### config.mk
export PLATFORM = sky130hd
export DESIGN_NAME = txr_ring_mgr
export DESIGN_NICKNAME = d
export VERILOG_FILES = /design/src/rtl/txr_pkg.sv /design/src/rtl/txr_desc_store.sv /design/src/rtl/txr_walker.sv /design/src/rtl/txr_ring_mgr.sv
export SDC_FILE = /design/constraint.sdc
export NUM_CORES = 1
export LEC_CHECK = 0
export BUFFER_PORTS_ARGS = -buffer_cell sky130_fd_sc_hd__buf_2
export CAP_MARGIN = 20
export CELL_PAD_IN_SITES_DETAIL_PLACEMENT = 1
export CELL_PAD_IN_SITES_GLOBAL_PLACEMENT = 2
export CORE_UTILIZATION = 40
export CTS_BUF_LIST = sky130_fd_sc_hd__clkbuf_4
export DETAILED_ROUTE_END_ITERATION = 6
export PLACE_DENSITY_LB_ADDON = 0.1
export SKIP_LAST_GASP = 1
export SLEW_MARGIN = 20
export SYNTH_ARGS = -nofsm -noshare
export SYNTH_HDL_FRONTEND = slang
export SYNTH_SLANG_ARGS = --single-unit
### constraint.sdc
create_clock -name clk -period 5.2 [get_ports clk]
set_input_delay 0.78 -clock clk [delete_from_list [all_inputs] [get_ports clk]]
set_output_delay 0.78 -clock clk [all_outputs]
set_load 0.05 [all_outputs]
### src/rtl/txr_pkg.sv
package txr_pkg;
  localparam int LEN_LSB  = 16;
  localparam int BIT_RDY  = 15;
  localparam int BIT_IRQ  = 14;
  localparam int BIT_WRAP = 13;
  localparam int BIT_PAD  = 12;
  localparam int BIT_CRC  = 11;

  typedef struct packed {
    logic [15:0] len;
    logic        rdy;
    logic        irq;
    logic        wrap;
    logic        pad;
    logic        crc;
  } desc_flags_t;

  function automatic desc_flags_t decode_status(input logic [31:0] w);
    desc_flags_t d;
    d.len  = w[LEN_LSB +: 16];
    d.rdy  = w[BIT_RDY];
    d.irq  = w[BIT_IRQ];
    d.wrap = w[BIT_WRAP];
    d.pad  = w[BIT_PAD];
    d.crc  = w[BIT_CRC];
    return d;
  endfunction
endpackage

### src/rtl/txr_desc_store.sv
module txr_desc_store
  import txr_pkg::*;
#(
  parameter int DEPTH     = 8,
  parameter int IW        = 3,
  parameter int AB        = 6,
  parameter logic [31:0] BUF_BASE = 32'h0001_0000,
  parameter logic [31:0] BUF_SPAN = 32'h0000_0600
) (
  input  logic          clk,
  input  logic          rst_n,
  input  logic          sw_wr,
  input  logic [AB-1:0] sw_addr,
  input  logic [31:0]   sw_wdata,
  output logic [31:0]   sw_rdata,
  input  logic          eng_clr,
  input  logic [IW-1:0] eng_idx,
  output logic [31:0]   eng_status,
  output logic [31:0]   eng_ptr
);
  logic [31:0]   stat_q [DEPTH];
  logic [31:0]   ptr_q  [DEPTH];
  logic [IW-1:0] sw_idx;
  logic          sw_ptr_sel;
  logic          unused_lo;

  assign sw_idx     = sw_addr[AB-1:3];
  assign sw_ptr_sel = sw_addr[2];
  assign unused_lo  = ^sw_addr[1:0];

  genvar gi;
  generate
    for (gi = 0; gi < DEPTH; gi++) begin : g_ent
      localparam logic [31:0] STAT_RST = (gi == DEPTH - 1) ? (32'h1 << BIT_WRAP) : 32'h0;
      localparam logic [31:0] PTR_RST  = BUF_BASE + BUF_SPAN * gi;

      always_ff @(posedge clk) begin
        if (!rst_n) begin
          stat_q[gi] <= STAT_RST;
          ptr_q[gi]  <= PTR_RST;
        end else begin
          if (eng_clr && eng_idx == IW'(gi))
            stat_q[gi] <= stat_q[gi] & ~(32'h1 << BIT_RDY);
          else if (sw_wr && !sw_ptr_sel && sw_idx == IW'(gi))
            stat_q[gi] <= sw_wdata;
          if (sw_wr && sw_ptr_sel && sw_idx == IW'(gi))
            ptr_q[gi] <= sw_wdata;
        end
      end
    end
  endgenerate

  assign sw_rdata   = sw_ptr_sel ? ptr_q[sw_idx] : stat_q[sw_idx];
  assign eng_status = stat_q[eng_idx];
  assign eng_ptr    = ptr_q[eng_idx];
endmodule

### src/rtl/txr_walker.sv
module txr_walker
  import txr_pkg::*;
#(
  parameter int DEPTH = 8,
  parameter int IW    = 3
) (
  input  logic          clk,
  input  logic          rst_n,
  input  logic [31:0]   cur_status,
  input  logic          tx_ready,
  output logic          fire,
  output logic [IW-1:0] idx,
  output logic          irq
);
  localparam logic [IW-1:0] LAST = IW'(DEPTH - 1);

  desc_flags_t   f;
  logic [IW-1:0] idx_nxt;

  assign f    = decode_status(cur_status);
  assign fire = f.rdy & tx_ready;

  always_comb begin
    idx_nxt = idx;
    if (fire) begin
      if (f.wrap || idx == LAST) idx_nxt = '0;
      else                       idx_nxt = idx + 1'b1;
    end
  end

  always_ff @(posedge clk) begin
    if (!rst_n) begin
      idx <= '0;
      irq <= 1'b0;
    end else begin
      idx <= idx_nxt;
      irq <= fire & f.irq;
    end
  end
endmodule

### src/rtl/txr_ring_mgr.sv
module txr_ring_mgr
  import txr_pkg::*;
#(
  parameter int DEPTH = 8,
  parameter logic [31:0] BUF_BASE = 32'h0001_0000,
  parameter logic [31:0] BUF_SPAN = 32'h0000_0600,
  localparam int IW = (DEPTH > 1) ? $clog2(DEPTH) : 1,
  localparam int AB = IW + 3
) (
  input  logic          clk,
  input  logic          rst_n,
  input  logic          sw_req,
  input  logic          sw_we,
  input  logic [AB-1:0] sw_addr,
  input  logic [31:0]   sw_wdata,
  output logic          sw_gnt,
  output logic [31:0]   sw_rdata,
  output logic          tx_valid,
  input  logic          tx_ready,
  output logic [31:0]   tx_ptr,
  output logic [15:0]   tx_len,
  output logic          tx_pad,
  output logic          tx_crc,
  output logic [IW-1:0] tx_idx,
  output logic          irq
);
  logic [31:0] cur_status;
  logic        fire;
  logic        clash;
  desc_flags_t cur_f;

  // engine wins a same-cycle write to the status word it is clearing
  assign clash  = fire && sw_we && !sw_addr[2] && (sw_addr[AB-1:3] == tx_idx);
  assign sw_gnt = sw_req && !clash;

  txr_desc_store #(
    .DEPTH(DEPTH), .IW(IW), .AB(AB), .BUF_BASE(BUF_BASE), .BUF_SPAN(BUF_SPAN)
  ) u_store (
    .clk       (clk),
    .rst_n     (rst_n),
    .sw_wr     (sw_gnt && sw_we),
    .sw_addr   (sw_addr),
    .sw_wdata  (sw_wdata),
    .sw_rdata  (sw_rdata),
    .eng_clr   (fire),
    .eng_idx   (tx_idx),
    .eng_status(cur_status),
    .eng_ptr   (tx_ptr)
  );

  txr_walker #(.DEPTH(DEPTH), .IW(IW)) u_walk (
    .clk       (clk),
    .rst_n     (rst_n),
    .cur_status(cur_status),
    .tx_ready  (tx_ready),
    .fire      (fire),
    .idx       (tx_idx),
    .irq       (irq)
  );

  assign cur_f    = decode_status(cur_status);
  assign tx_valid = cur_f.rdy;
  assign tx_len   = cur_f.len;
  assign tx_pad   = cur_f.pad;
  assign tx_crc   = cur_f.crc;
endmodule

==> summary.md, run 1 <==
| Metric | Value |
|---|---|
| Critical Path, Cell by Cell | buf_4, mux4_2, mux2_2, buf_2 |
| Post-synth top area cell | sky130_fd_sc_hd__edfxtp_1 |
| Buffer type at the clock tree root | sky130_fd_sc_hd__clkbuf_4 |
| Static Leak | 9.875 nW |
| Hold buffer count at CTS | 0 |
| Post-CTS setup repair buffer count | 0 |
| Area inside the core boundary | 64350 um2 |
| Post-synth design cell area | 26030 um2 |
| Maximum level of the CTS H-tree | 4 |
| Hold Crit Depth | 2 |
| Path class of the lowest-slack min-delay path | in2reg |
| Total CTS buffers | 148 |
| Initial standard-cell utilization of the core | 0.4046 |
| Final Routed Wirelength | 88690 um |
| Hold violation count in the final report | 0 |
| Leading cell types by total area after synthesis | sky130_fd_sc_hd__edfxtp_1 (59%), sky130_fd_sc_hd__mux4_2 (23%), sky130_fd_sc_hd__nor2_1 (5.4%) |
| Distinct cell type count after synthesis | 46 |
| Power per cell area | 345.8 nW/um2 |
| Yosys top cell area share | 0.5906 |
| Max_slew headroom | 0.2282 |
| Number of nets still failing antenna checks after routing | 0 |
| Crit Path Max Fanout | 43 |
| Highest cell delay on the worst timing path | about 0.77 ns |
| Post-Syn Area per Cell | 15.59 um2 |
| Post-DR vias/cell | between 5 and 6 |
| Clock latency reported for the late side of the worst-skew pair | 1.00 ns |
| Total die area | 66110 um2 |
| Number of flops mapped to enable cells by yosys | 512 |
| Maxcap violations | 0 |
| Max VDD drop | 0.0001814 V |
| Post-DP HPWL | 49820 um |
| CP max stage cell | sky130_fd_sc_hd__buf_4 |
| Growth of design area from synthesis to finish | 14.89% |
| Number of clock sinks | 519 |
| # rows | 93 |
| Horiz. Die Dim | 257.1 um |
| Type of element launching the critical path | register |
| Endpoint class of the critical path | output port |
| Worst-case register-to-register setup slack | 1.58 ns |
| Setup repair after global routing missed its margin | no |
| Synth Flop Type | sky130_fd_sc_hd__edfxtp_1 |
| Nets@finish | a little under 2000 |
| Starting DRT DRC Count | 1359 |
| GRT overflow | 0 |
| Final weighted congestion in routability-driven placement | 0.7608 |
| Share of layout cells above drive strength 1 | 0.3938 |
| Outcome | finished, final reports clean |
| Setup violators final | 0 |
| Wire length per cell after detailed routing | 31.21 um |
| Levels on crit path | 4 |
| Required @ worst endpoint | 4.42 ns |
| Number of cells produced by synthesis | 1670 |
| Final core area utilization | 0.4648 |
| Clock edge transition at the registers on the reported setup and hold paths | ~0.060 ns |
| Height of the die | 257.1 um |
| Via count of the first global-routing pass | about 18000 |
| Slew Limit Fails | 0 |
| Post-synthesis async set-or-reset flop share | 0 |
| CP top delay family | buffers and inverters |
| CP bufs+invs | 2 |
| First-pass iteration count of the detailed router | 5 |
| Global router's overall resource usage | 0.2748 |
| Total via count after detailed routing | 16650 |
| Synthesized net count | 1719 |
| Sum of negative setup slack | 0 ns |
| Maximum buffer depth of the clock tree | 3 |
| Number of DRC violations after detailed routing | 0 |
| Number of warnings printed during yosys synthesis | 0 |
| Sequential area share after synthesis | 0.5960 |
| Number of antenna violations at the first check in global routing | 9 |
| FMAX | ~0.24 GHz |
| Tcrit/Tclk final | 0.7934 |
| Worst-Margin Slew | 1.158 ns |
| Wire length of the first global-routing pass | 127100 um |
| Top-Level Pins | 131 |
| Worst path arrival time | 3.35 ns |
| FF+latch count, synth | just over 500 |
| Number of port buffers | 128 |
| Depth of the most critical reg-to-reg path | 6 |
| CTS tree | yes |
| Maximum number of pins on one net before global-route repair | 62 |
| PostCTS Resize Cnt | 0 |
| Category of the most critical setup path | reg2out |
| WHS | 0.1551 ns |
| Final Critical Period | 4.125 ns |
| Worst setup skew after layout | about 0.065 ns |
==> metrics by stage <==
stage / setup slack [ns] / cell area [um2] / total power [mW] / instances
final: 1.075 / 29910 / 10.34 / 2842
after global routing: 0.8471 / 29910 / 10.72 / 2841
after CTS: 0.8696 / 29870 / 10.46 / 2837
after detailed placement: 1.081 / 27870 / 6.345 / 2576
after global placement: 1.078 / 27870 / 6.316 / 2576
after floorplan: 0.6496 / 26030 / 5.886 / 1670
==> layer usage <==
layer / up-vias / routed length [um] / GRT usage
li1: 6938 / - / -
met1: 8953 / 36590 / 0.3566
met2: 624 / 44690 / 0.4630
met3: 134 / 5318 / 0.05408
met4: 4 / 2057 / 0.08995
met5: - / 23 / 0
==> synthesized netlist by cell type, types with 4 or more instances <==
cell and count:
sky130_fd_sc_hd__edfxtp_1 512, sky130_fd_sc_hd__nor2_1 372, sky130_fd_sc_hd__mux4_2 264, sky130_fd_sc_hd__and2_1 130, sky130_fd_sc_hd__nand2_1 87, sky130_fd_sc_hd__clkbuf_1 63, sky130_fd_sc_hd__mux2_2 50, sky130_fd_sc_hd__buf_2 40
sky130_fd_sc_hd__o21ai_0 16, sky130_fd_sc_hd__buf_1 14, sky130_fd_sc_hd__or3_1 14, sky130_fd_sc_hd__nand3_1 11, sky130_fd_sc_hd__buf_6 10, sky130_fd_sc_hd__dfxtp_1 7, sky130_fd_sc_hd__clkbuf_2 6, sky130_fd_sc_hd__ha_1 6
sky130_fd_sc_hd__inv_1 6, sky130_fd_sc_hd__o211ai_1 6, sky130_fd_sc_hd__mux2i_1 5, sky130_fd_sc_hd__nand2b_1 4, sky130_fd_sc_hd__nand3b_1 4, sky130_fd_sc_hd__nor2b_1 4
==> cell type report <==
type / count / area [um2]
inverter: 7 / 27.53
clock inverter: 34 / 302.8
fill: 6401 / 34440
timing repair buffer: 188 / 1215
multi-input combinational: 1008 / 10060
tap: 855 / 1070
antenna: 4 / 10.01
clock buffer: 227 / 1704
sequential: 519 / 15530
==> flip-flops by register name, summed over array words and instances (netlist names), named ones only <==
register / flops
u_walk.idx: 3
u_store.stat_q: 256
u_walk.irq: 1
u_store.ptr_q: 256
==> cell families after synthesis <==
group           count (synthesis)  share of synthesized area
flops                         519                     0.5960
fa+ha+maj                       6                   0.002884
xor+xnor                        3                   0.001009
buf+inv                       143                    0.02614
simple gates                  642                     0.1110
compound gates                 37                    0.01048
mux                           320                     0.2525
==> worst paths after layout <==
kind | startpoint | endpoint
max | register | tx_ptr[15]
min | sw_wdata[31] | u_store.stat_q[3][31]
max reg2reg | register | u_store.stat_q[4][26]
min reg2reg | u_walk.idx[1] | register
==> placed cells by master (no fill, tap or decap), drive strengths merged, types with 5 or more instances in the layout <==
cell type  count
edfxtp       512
bufinv         6
o21ai         16
or3           14
mux2i          5
clkbuf       227
inv           11
nand3         12
and2         130
o211ai         8
dfxtp          7
mux4         264
nor2         372
clkinv        21
buf          188
ha             6
nand2         87
mux2          51
==> power by group <==
part	switching (mW)	internal, mW	total [mW]
clock network	1.82	2.28	4.10
registers	0.102	4.82	4.92
logic	0.847	0.479	1.33
total	2.77	7.58	10.3
No activity file was read; power rests on OpenSTA's default activity.
==> inputs of run 2 (changes only) <==
clock period = 4 ns   (was 5.2 ns; I/O delays follow)
==> run 2 against run 1 <==
- combinational power increased by 32%
- clock-buffer cell count decreased by 16
- flip-flop and latch count unchanged
- cell count increased by 1.4%
- via count increased by 1.1%
- critical path depth unchanged
- design area increased by 1.0%
- worst setup slack got worse by 0.78 ns
- register-to-register slack got worse by 0.68 ns
- clock power increased by 18%
- sequential share of layout area decreased by 0.51 points
- global-route usage about the same
- largest cell class unchanged
==> summary.md, run 2 (synthesis results as in run 1) <==
| Metric | Value |
|---|---|
| Total die area | 66110 um2 (unchanged) |
| Tcrit/Tclk final | 0.9264 |
| Number of clock sinks | 519 (unchanged) |
| Top-Level Pins | 131 (unchanged) |
| Number of antenna violations at the first check in global routing | 10 (was 9) |
| Capture instance of the worst register-to-register path | u_store.stat_q[1][16] (was u_store.stat_q[4][26]) |
| Post-CTS setup repair buffer count | 0 (unchanged) |
| Max_slew headroom | 0.3281 (was 0.2282) |
| Buffer type at the clock tree root | sky130_fd_sc_hd__clkbuf_4 (unchanged) |
| Clock edge transition at the registers on the reported setup and hold paths | 0.06 ns (about the same) |
| Worst-case register-to-register setup slack | 0.90 ns (was 1.58 ns) |
| Path class of the lowest-slack min-delay path | in2reg (unchanged) |
| Highest cell delay on the worst timing path | 0.59 ns (was 0.77 ns) |
| Number of DRC violations after detailed routing | 0 (unchanged) |
| Post-placement cell count | 2600 (was 2576) |
| Endpoint class of the critical path | output port (unchanged) |
| Maximum buffer depth of the clock tree | 3 (unchanged) |
| CTS tree | yes (unchanged) |
| Sum of negative setup slack | 0 ns (unchanged) |
| Number of port buffers | 128 (unchanged) |
| Worst setup skew after layout | 0.04316 ns (was 0.06496 ns) |
| Worst path arrival time | 3.11 ns (was 3.35 ns) |
| Maximum number of pins on one net before global-route repair | 63 (was 62) |
| Outcome | finished, final reports clean (unchanged) |
| Critical Path End | tx_ptr[16] (was tx_ptr[15]) |
| Horiz. Die Dim | 257.1 um (unchanged) |
| Maximum level of the CTS H-tree | 4 (unchanged) |
| Placed cell areas | 28080 um2 (was 27870 um2) |
| Final Cell Area | 30210 um2 (was 29910 um2) |
| Registers with the most flip-flops | u_store.ptr_q x256, u_store.stat_q x256, u_walk.idx x3 (unchanged) |
| Height of the die | 257.1 um (unchanged) |
| First-pass iteration count of the detailed router | 5 (unchanged) |
| Top library cells by usage in the layout, fill and taps aside | sky130_fd_sc_hd__edfxtp_1 (512), sky130_fd_sc_hd__nor2_1 (372), sky130_fd_sc_hd__mux4_2 (264) (unchanged) |
| Maxcap violations | 0 (unchanged) |
| Setup violators final | 0 (unchanged) |
| Commonest non-fill, non-tap cell in the layout | sky130_fd_sc_hd__edfxtp_1 (unchanged) |
| Area inside the core boundary | 64350 um2 (unchanged) |
| Final weighted congestion in routability-driven placement | 0.8122 (was 0.7608) |
| Final Total Pwr | 12.99 mW (was 10.34 mW) |
| Wire length per cell after detailed routing | 30.68 um (was 31.21 um) |
| Slew Limit Fails | 0 (unchanged) |
| # rows | 93 (unchanged) |
| Post-DP HPWL | 52230 um (was 49820 um) |
| Depth of the most critical reg-to-reg path | 6 (unchanged) |
| Share of layout cells above drive strength 1 | 0.3881 (was 0.3938) |
| Total CTS buffers | 143 (was 148) |
| Static Leak | 9.995 nW (was 9.875 nW) |
| Worst-Margin Slew | 1.008 ns (was 1.158 ns) |
| Final Critical Period | 3.706 ns |
| GRT overflow | 0 (unchanged) |
| Nets@finish | 1971 (was 1921) |
| Number of nets still failing antenna checks after routing | 0 (unchanged) |
| Starting DRT DRC Count | 1415 (was 1359) |
| Hold violation count in the final report | 0 (unchanged) |
| Wire length of the first global-routing pass | 126300 um (was 127100 um) |
| Global router's overall resource usage | 0.2745 (was 0.2748) |
| Critical Path, Cell by Cell | buf_6, mux4_2, mux2_2, buf_2 (was buf_4, mux4_2, mux2_2, buf_2) |
| Total via count after detailed routing | 16840 (was 16650) |
| CP max stage cell | sky130_fd_sc_hd__mux4_2 (was sky130_fd_sc_hd__buf_4) |
| Setup repair after global routing missed its margin | no (unchanged) |
| Required @ worst endpoint | 3.40 ns (was 4.42 ns) |
| Finished Layout Cells | 2881 (was 2842) |
| Power per cell area | 430.1 nW/um2 (was 345.8 nW/um2) |
| Type of element launching the critical path | register (unchanged) |
| Growth of design area from synthesis to finish | 16.04% (was 14.89%) |
| Initial standard-cell utilization of the core | 0.4046 (unchanged) |
| Final Routed Wirelength | 88400 um (was 88690 um) |
| Post-DR vias/cell | 5.847 (was 5.860) |
| Least setup slack across all paths after layout | 0.2942 ns (was 1.075 ns) |
| Via count of the first global-routing pass | 18300 (was 18200) |
| Pre-CTS setup slack | 0.6106 ns (was 1.081 ns) |
| Crit Path Max Fanout | 42 (was 43) |
| Hold wc startpoint | rst_n (was sw_wdata[31]) |
| Clock latency reported for the late side of the worst-skew pair | 1.00 ns (about the same) |
| Category of the most critical setup path | reg2out (unchanged) |
| FMAX | about 0.27 GHz |
| Max VDD drop | 0.0002300 V (was 0.0001814 V) |
==> run 2: worst max-delay path, delay by kind of cell (launching register included) <==
| kind | cells | cell delay [ns] |
|---|---|---|
| mux | 2 | 0.91 |
| flops | 1 | 0.43 |
| buf+inv | 2 | 0.78 |
==> run 2: worst min-delay path by stage <==
stage / to / slack [ns] / cells past startpoint
CTS: register / 0.002 / 3
finish: register / 0.09 / 3
global placement: register / 0.61 / 2
floorplan: u_walk.irq / 0.69 / 3
detailed placement: register / 0.61 / 2
global route: register / 0.08 / 3
==> run 2: repair_timing <==
action,4_1_cts,5_1_grt
hold buffers,32,0
endpoints found under the hold margin,147,0
setup endpoints to repair,17,0
resized for setup,1,0
==> run 2: final cells by class <==
| type | instances | area, um2 |
|---|---|---|
| antenna | 6 | 15.01 |
| clock buffer | 211 | 1584 |
| clock inverter | 32 | 206.4 |
| fill | 6391 | 34140 |
| inverter | 7 | 27.53 |
| multi-input combinational | 1008 | 10050 |
| sequential | 519 | 15530 |
| tap | 855 | 1070 |
| timing repair buffer | 243 | 1729 |
==> run 2: power by group <==
part / switching [mW] / internal (mW)
combinational: 1.11 / 0.653
sequential: 0.132 / 6.26
clock: 2.25 / 2.59
total: 3.49 / 9.51
==> run 2: per-stage QoR <==
step	utilization	hold slack, ns
floorplan	-	0.6944
global placement	0.4364	0.6117
detailed placement	0.4364	0.6067
CTS	0.4692	0.001819
global route	0.4694	0.07797
finish	0.4695	0.08879
==> run 2: layer usage <==
metal	global-route usage	vias to the layer above	part of all wire
met3	0.06038	152	0.074
met5	0	-	0.00010
li1	-	7028	-
met2	0.4499	719	0.49
met4	0.1000	2	0.028
met1	0.3590	8943	0.41
==> inputs of run 3 (changes only) <==
REMOVE_ABC_BUFFERS = 1   (was not set)
==> run 3 against run 2 <==
- via count is 1.2% lower
- clock power hardly changed
- first-iteration DRC count is 8.5% lower
- cell count is 0.35% higher
- register-to-register slack worse by 0.19 ns
- global-route usage is 0.42 points lower
- clock skew is 0.012 ns higher
- design area is 0.71% higher
- clock-buffer cell count is 2 higher
==> summary.md, run 3 (synthesis results as in run 1) <==
| Metric | Value |
|---|---|
| Crit Path Max Fanout | 28 (was 42) |
| Final weighted congestion in routability-driven placement | 0.7585 (was 0.8122) |
| Worst setup skew after layout | 0.05516 ns (was 0.04316 ns) |
| Wire length per cell after detailed routing | 30.01 um (was 30.68 um) |
| FMAX | 0.2643 GHz (was 0.2699 GHz) |
| Hold Crit Depth | 3 (unchanged) |
| GRT overflow | 0 (unchanged) |
| Sw Ratio | 0.2697 (was 0.2685) |
| Global router's overall resource usage | 0.2703 (was 0.2745) |
| Post-DP HPWL | 50610 um (was 52230 um) |
| Registers with the most flip-flops | u_store.ptr_q x256, u_store.stat_q x256, u_walk.idx x3 (unchanged) |
| Tcrit/Tclk final | 0.9458 (was 0.9264) |
| Horiz. Die Dim | 257.1 um (unchanged) |
| Capture instance of the worst register-to-register path | u_store.stat_q[6][21] (was u_store.stat_q[1][16]) |
| Hold EP | u_walk.irq |
| Starting DRT DRC Count | 1295 (was 1415) |
| Share of layout cells above drive strength 1 | 0.3868 (was 0.3881) |
| Highest cell delay on the worst timing path | 0.63 ns (was 0.59 ns) |
| Slew Limit Fails | 0 (unchanged) |
| Endpoint class of the critical path | output port (unchanged) |
| Maximum number of pins on one net before global-route repair | 59 (was 63) |
| Final Routed Wirelength | 86770 um (was 88400 um) |
| Worst-case register-to-register setup slack | 0.71 ns (was 0.90 ns) |
| Top library cells by usage in the layout, fill and taps aside | sky130_fd_sc_hd__edfxtp_1 (512), sky130_fd_sc_hd__nor2_1 (372), sky130_fd_sc_hd__mux4_2 (264) (unchanged) |
| Fraction of power consumed by the clock network | 0.371 (was 0.372) |
| Setup repair after global routing missed its margin | no (unchanged) |
| Critical Path, Cell by Cell | buf_4, buf_4, mux2_2, buf_2 (was buf_6, mux4_2, mux2_2, buf_2) |
| CP dominant cell by count | sky130_fd_sc_hd__buf_4 |
| Max VDD drop | 0.0002548 V (was 0.0002300 V) |
| Max_slew headroom | 0.2786 (was 0.3281) |
| Area inside the core boundary | 64350 um2 (unchanged) |
| NetSw | 3.506 mW (was 3.488 mW) |
| Maximum buffer depth of the clock tree | 3 (unchanged) |
| Hold violation count in the final report | 0 (unchanged) |
| Depth of the most critical reg-to-reg path | 8 (was 6) |
| CP max stage cell | sky130_fd_sc_hd__buf_4 (was sky130_fd_sc_hd__mux4_2) |
| First-pass iteration count of the detailed router | 5 (unchanged) |
| Path class of the lowest-slack min-delay path | in2reg (unchanged) |
| Required @ worst endpoint | 3.40 ns (about the same) |
| Portion of total power attributed to sequential cells | 0.492 (about the same) |
| Power per cell area | 427.3 nW/um2 (was 430.1 nW/um2) |
| Worst-Margin Slew | 1.078 ns (was 1.008 ns) |
| Number of DRC violations after detailed routing | 0 (unchanged) |
| Outcome | finished, final reports clean (unchanged) |
| Number of antenna violations at the first check in global routing | 8 (was 10) |
| Static Leak | 10.10 nW (was 9.995 nW) |
| Via count of the first global-routing pass | 18220 (was 18300) |
| Setup violators final | 0 (unchanged) |
| Type of element launching the critical path | register (unchanged) |
| Maximum level of the CTS H-tree | 4 (unchanged) |
| Total die area | 66110 um2 (unchanged) |
| Total via count after detailed routing | 16650 (was 16840) |
| Maxcap violations | 0 (unchanged) |
| Nets@finish | 1978 (was 1971) |
| Number of clock sinks | 519 (unchanged) |
| Internal power summed over all cells | 9.494 mW (was 9.506 mW) |
| Placed cell areas | 28180 um2 (was 28080 um2) |
| Growth of design area from synthesis to finish | 16.86% (was 16.04%) |
| Hold wc startpoint | tx_ready (was rst_n) |
| Number of nets still failing antenna checks after routing | 0 (unchanged) |
| Final Cell Area | 30420 um2 (was 30210 um2) |
| # rows | 93 (unchanged) |
| Total CTS buffers | 145 (was 143) |
| Final Critical Period | 3.783 ns (was 3.706 ns) |
| Final core area utilization | 0.4728 (was 0.4695) |
| Initial standard-cell utilization of the core | 0.4046 (unchanged) |
| Post-DR vias/cell | 5.759 (was 5.847) |
| Category of the most critical setup path | reg2out (unchanged) |
| CTS tree | yes (unchanged) |
| Height of the die | 257.1 um (unchanged) |
| Worst path arrival time | 3.18 ns (was 3.11 ns) |
| Clock edge transition at the registers on the reported setup and hold paths | 0.06 ns (about the same) |
| Top-Level Pins | 131 (unchanged) |
| Commonest non-fill, non-tap cell in the layout | sky130_fd_sc_hd__edfxtp_1 (unchanged) |
| Clock latency reported for the late side of the worst-skew pair | 0.97 ns (was 1.00 ns) |
| Buffer type at the clock tree root | sky130_fd_sc_hd__clkbuf_4 (unchanged) |
| Number of port buffers | 128 (unchanged) |
| Combinational fraction of design power | 0.137 (was 0.136) |
| Wire length of the first global-routing pass | 124800 um (was 126300 um) |
[run 3: cell types whose count changed in the layout (fill, tap and decap cells not counted), sizes merged]
cell,previous run,this run
clkbuf,211,213
buf,211,215
bufbuf,0,1
clkinv,21,33
bufinv,3,2
diode,6,4
clkinvlp,2,0
inv,13,9
[run 3: area by class of cell]
type	instances	area [um2]
antenna	4	10.01
clock buffer	213	1599
clock inverter	37	196.4
fill	6373	33930
inverter	7	27.53
multi-input combinational	1008	10050
sequential	519	15530
tap	855	1070
timing repair buffer	248	1941
[run 3: worst max path at each step]
stage               startpoint  slack [ns]               endpoint  cells after the start
floorplan             register       -4.52   u_store.stat_q[4][0]                      5
global placement    sw_addr[3]        0.51   u_store.stat_q[4][9]                      7
detailed placement  sw_addr[3]        0.48  u_store.stat_q[4][24]                      7
CTS                   register        0.08              tx_ptr[1]                      4
global route          register        0.04              tx_ptr[1]                      4
finish                register        0.22              tx_ptr[1]                      4
[run 3: repair_timing]
action                     4_1_cts  5_1_grt
resized for setup                1        0
hold buffers                    32        0
buffers inserted                 5        0
hold endpoints to repair       147        0
setup endpoints to repair       22        0
[run 3: per-stage QoR]
stage                     power, mW  setup WS [ns]  setup TNS (ns)  std cells  hold slack, ns
after detailed placement      8.266         0.4785               0       2598          0.5997
final                         13.00         0.2169               0       2891          0.1408
after floorplan               7.588         -4.518        -2012.43       1534          0.7609
after global routing          13.52        0.03959               0       2889         0.07568
after global placement        8.223         0.5148               0       2598          0.5849
after CTS                     13.15        0.08271               0       2886         0.03613
[run 3: per-layer routing]
layer / track usage / vias to the layer above / part of all wire
li1: - / 7059 / -
met1: 0.3549 / 8835 / 0.41
met2: 0.4511 / 634 / 0.50
met3: 0.05753 / 119 / 0.071
met4: 0.08019 / 2 / 0.022
met5: 0 / - / 0.00015
[run 3: power by group through the flow]
| stage | Sequential, mW | Combinational [mW] | Clock (mW) |
|---|---|---|---|
| after floorplan | 6.50 | 1.08 | 0 |
| after global placement | 6.48 | 1.74 | 0 |
| after detailed placement | 6.52 | 1.75 | 0 |
| after CTS | 6.39 | 1.80 | 4.96 |
| after global routing | 6.43 | 1.86 | 5.23 |
| final | 6.40 | 1.78 | 4.82 |
[run 3: critical path: cells and delay by family (launching register included)]
| family | cells | cell delay [ns] |
|---|---|---|
| buffers and inverters | 3 | 1.35 |
| DFF | 1 | 0.36 |
| muxes | 1 | 0.46 |
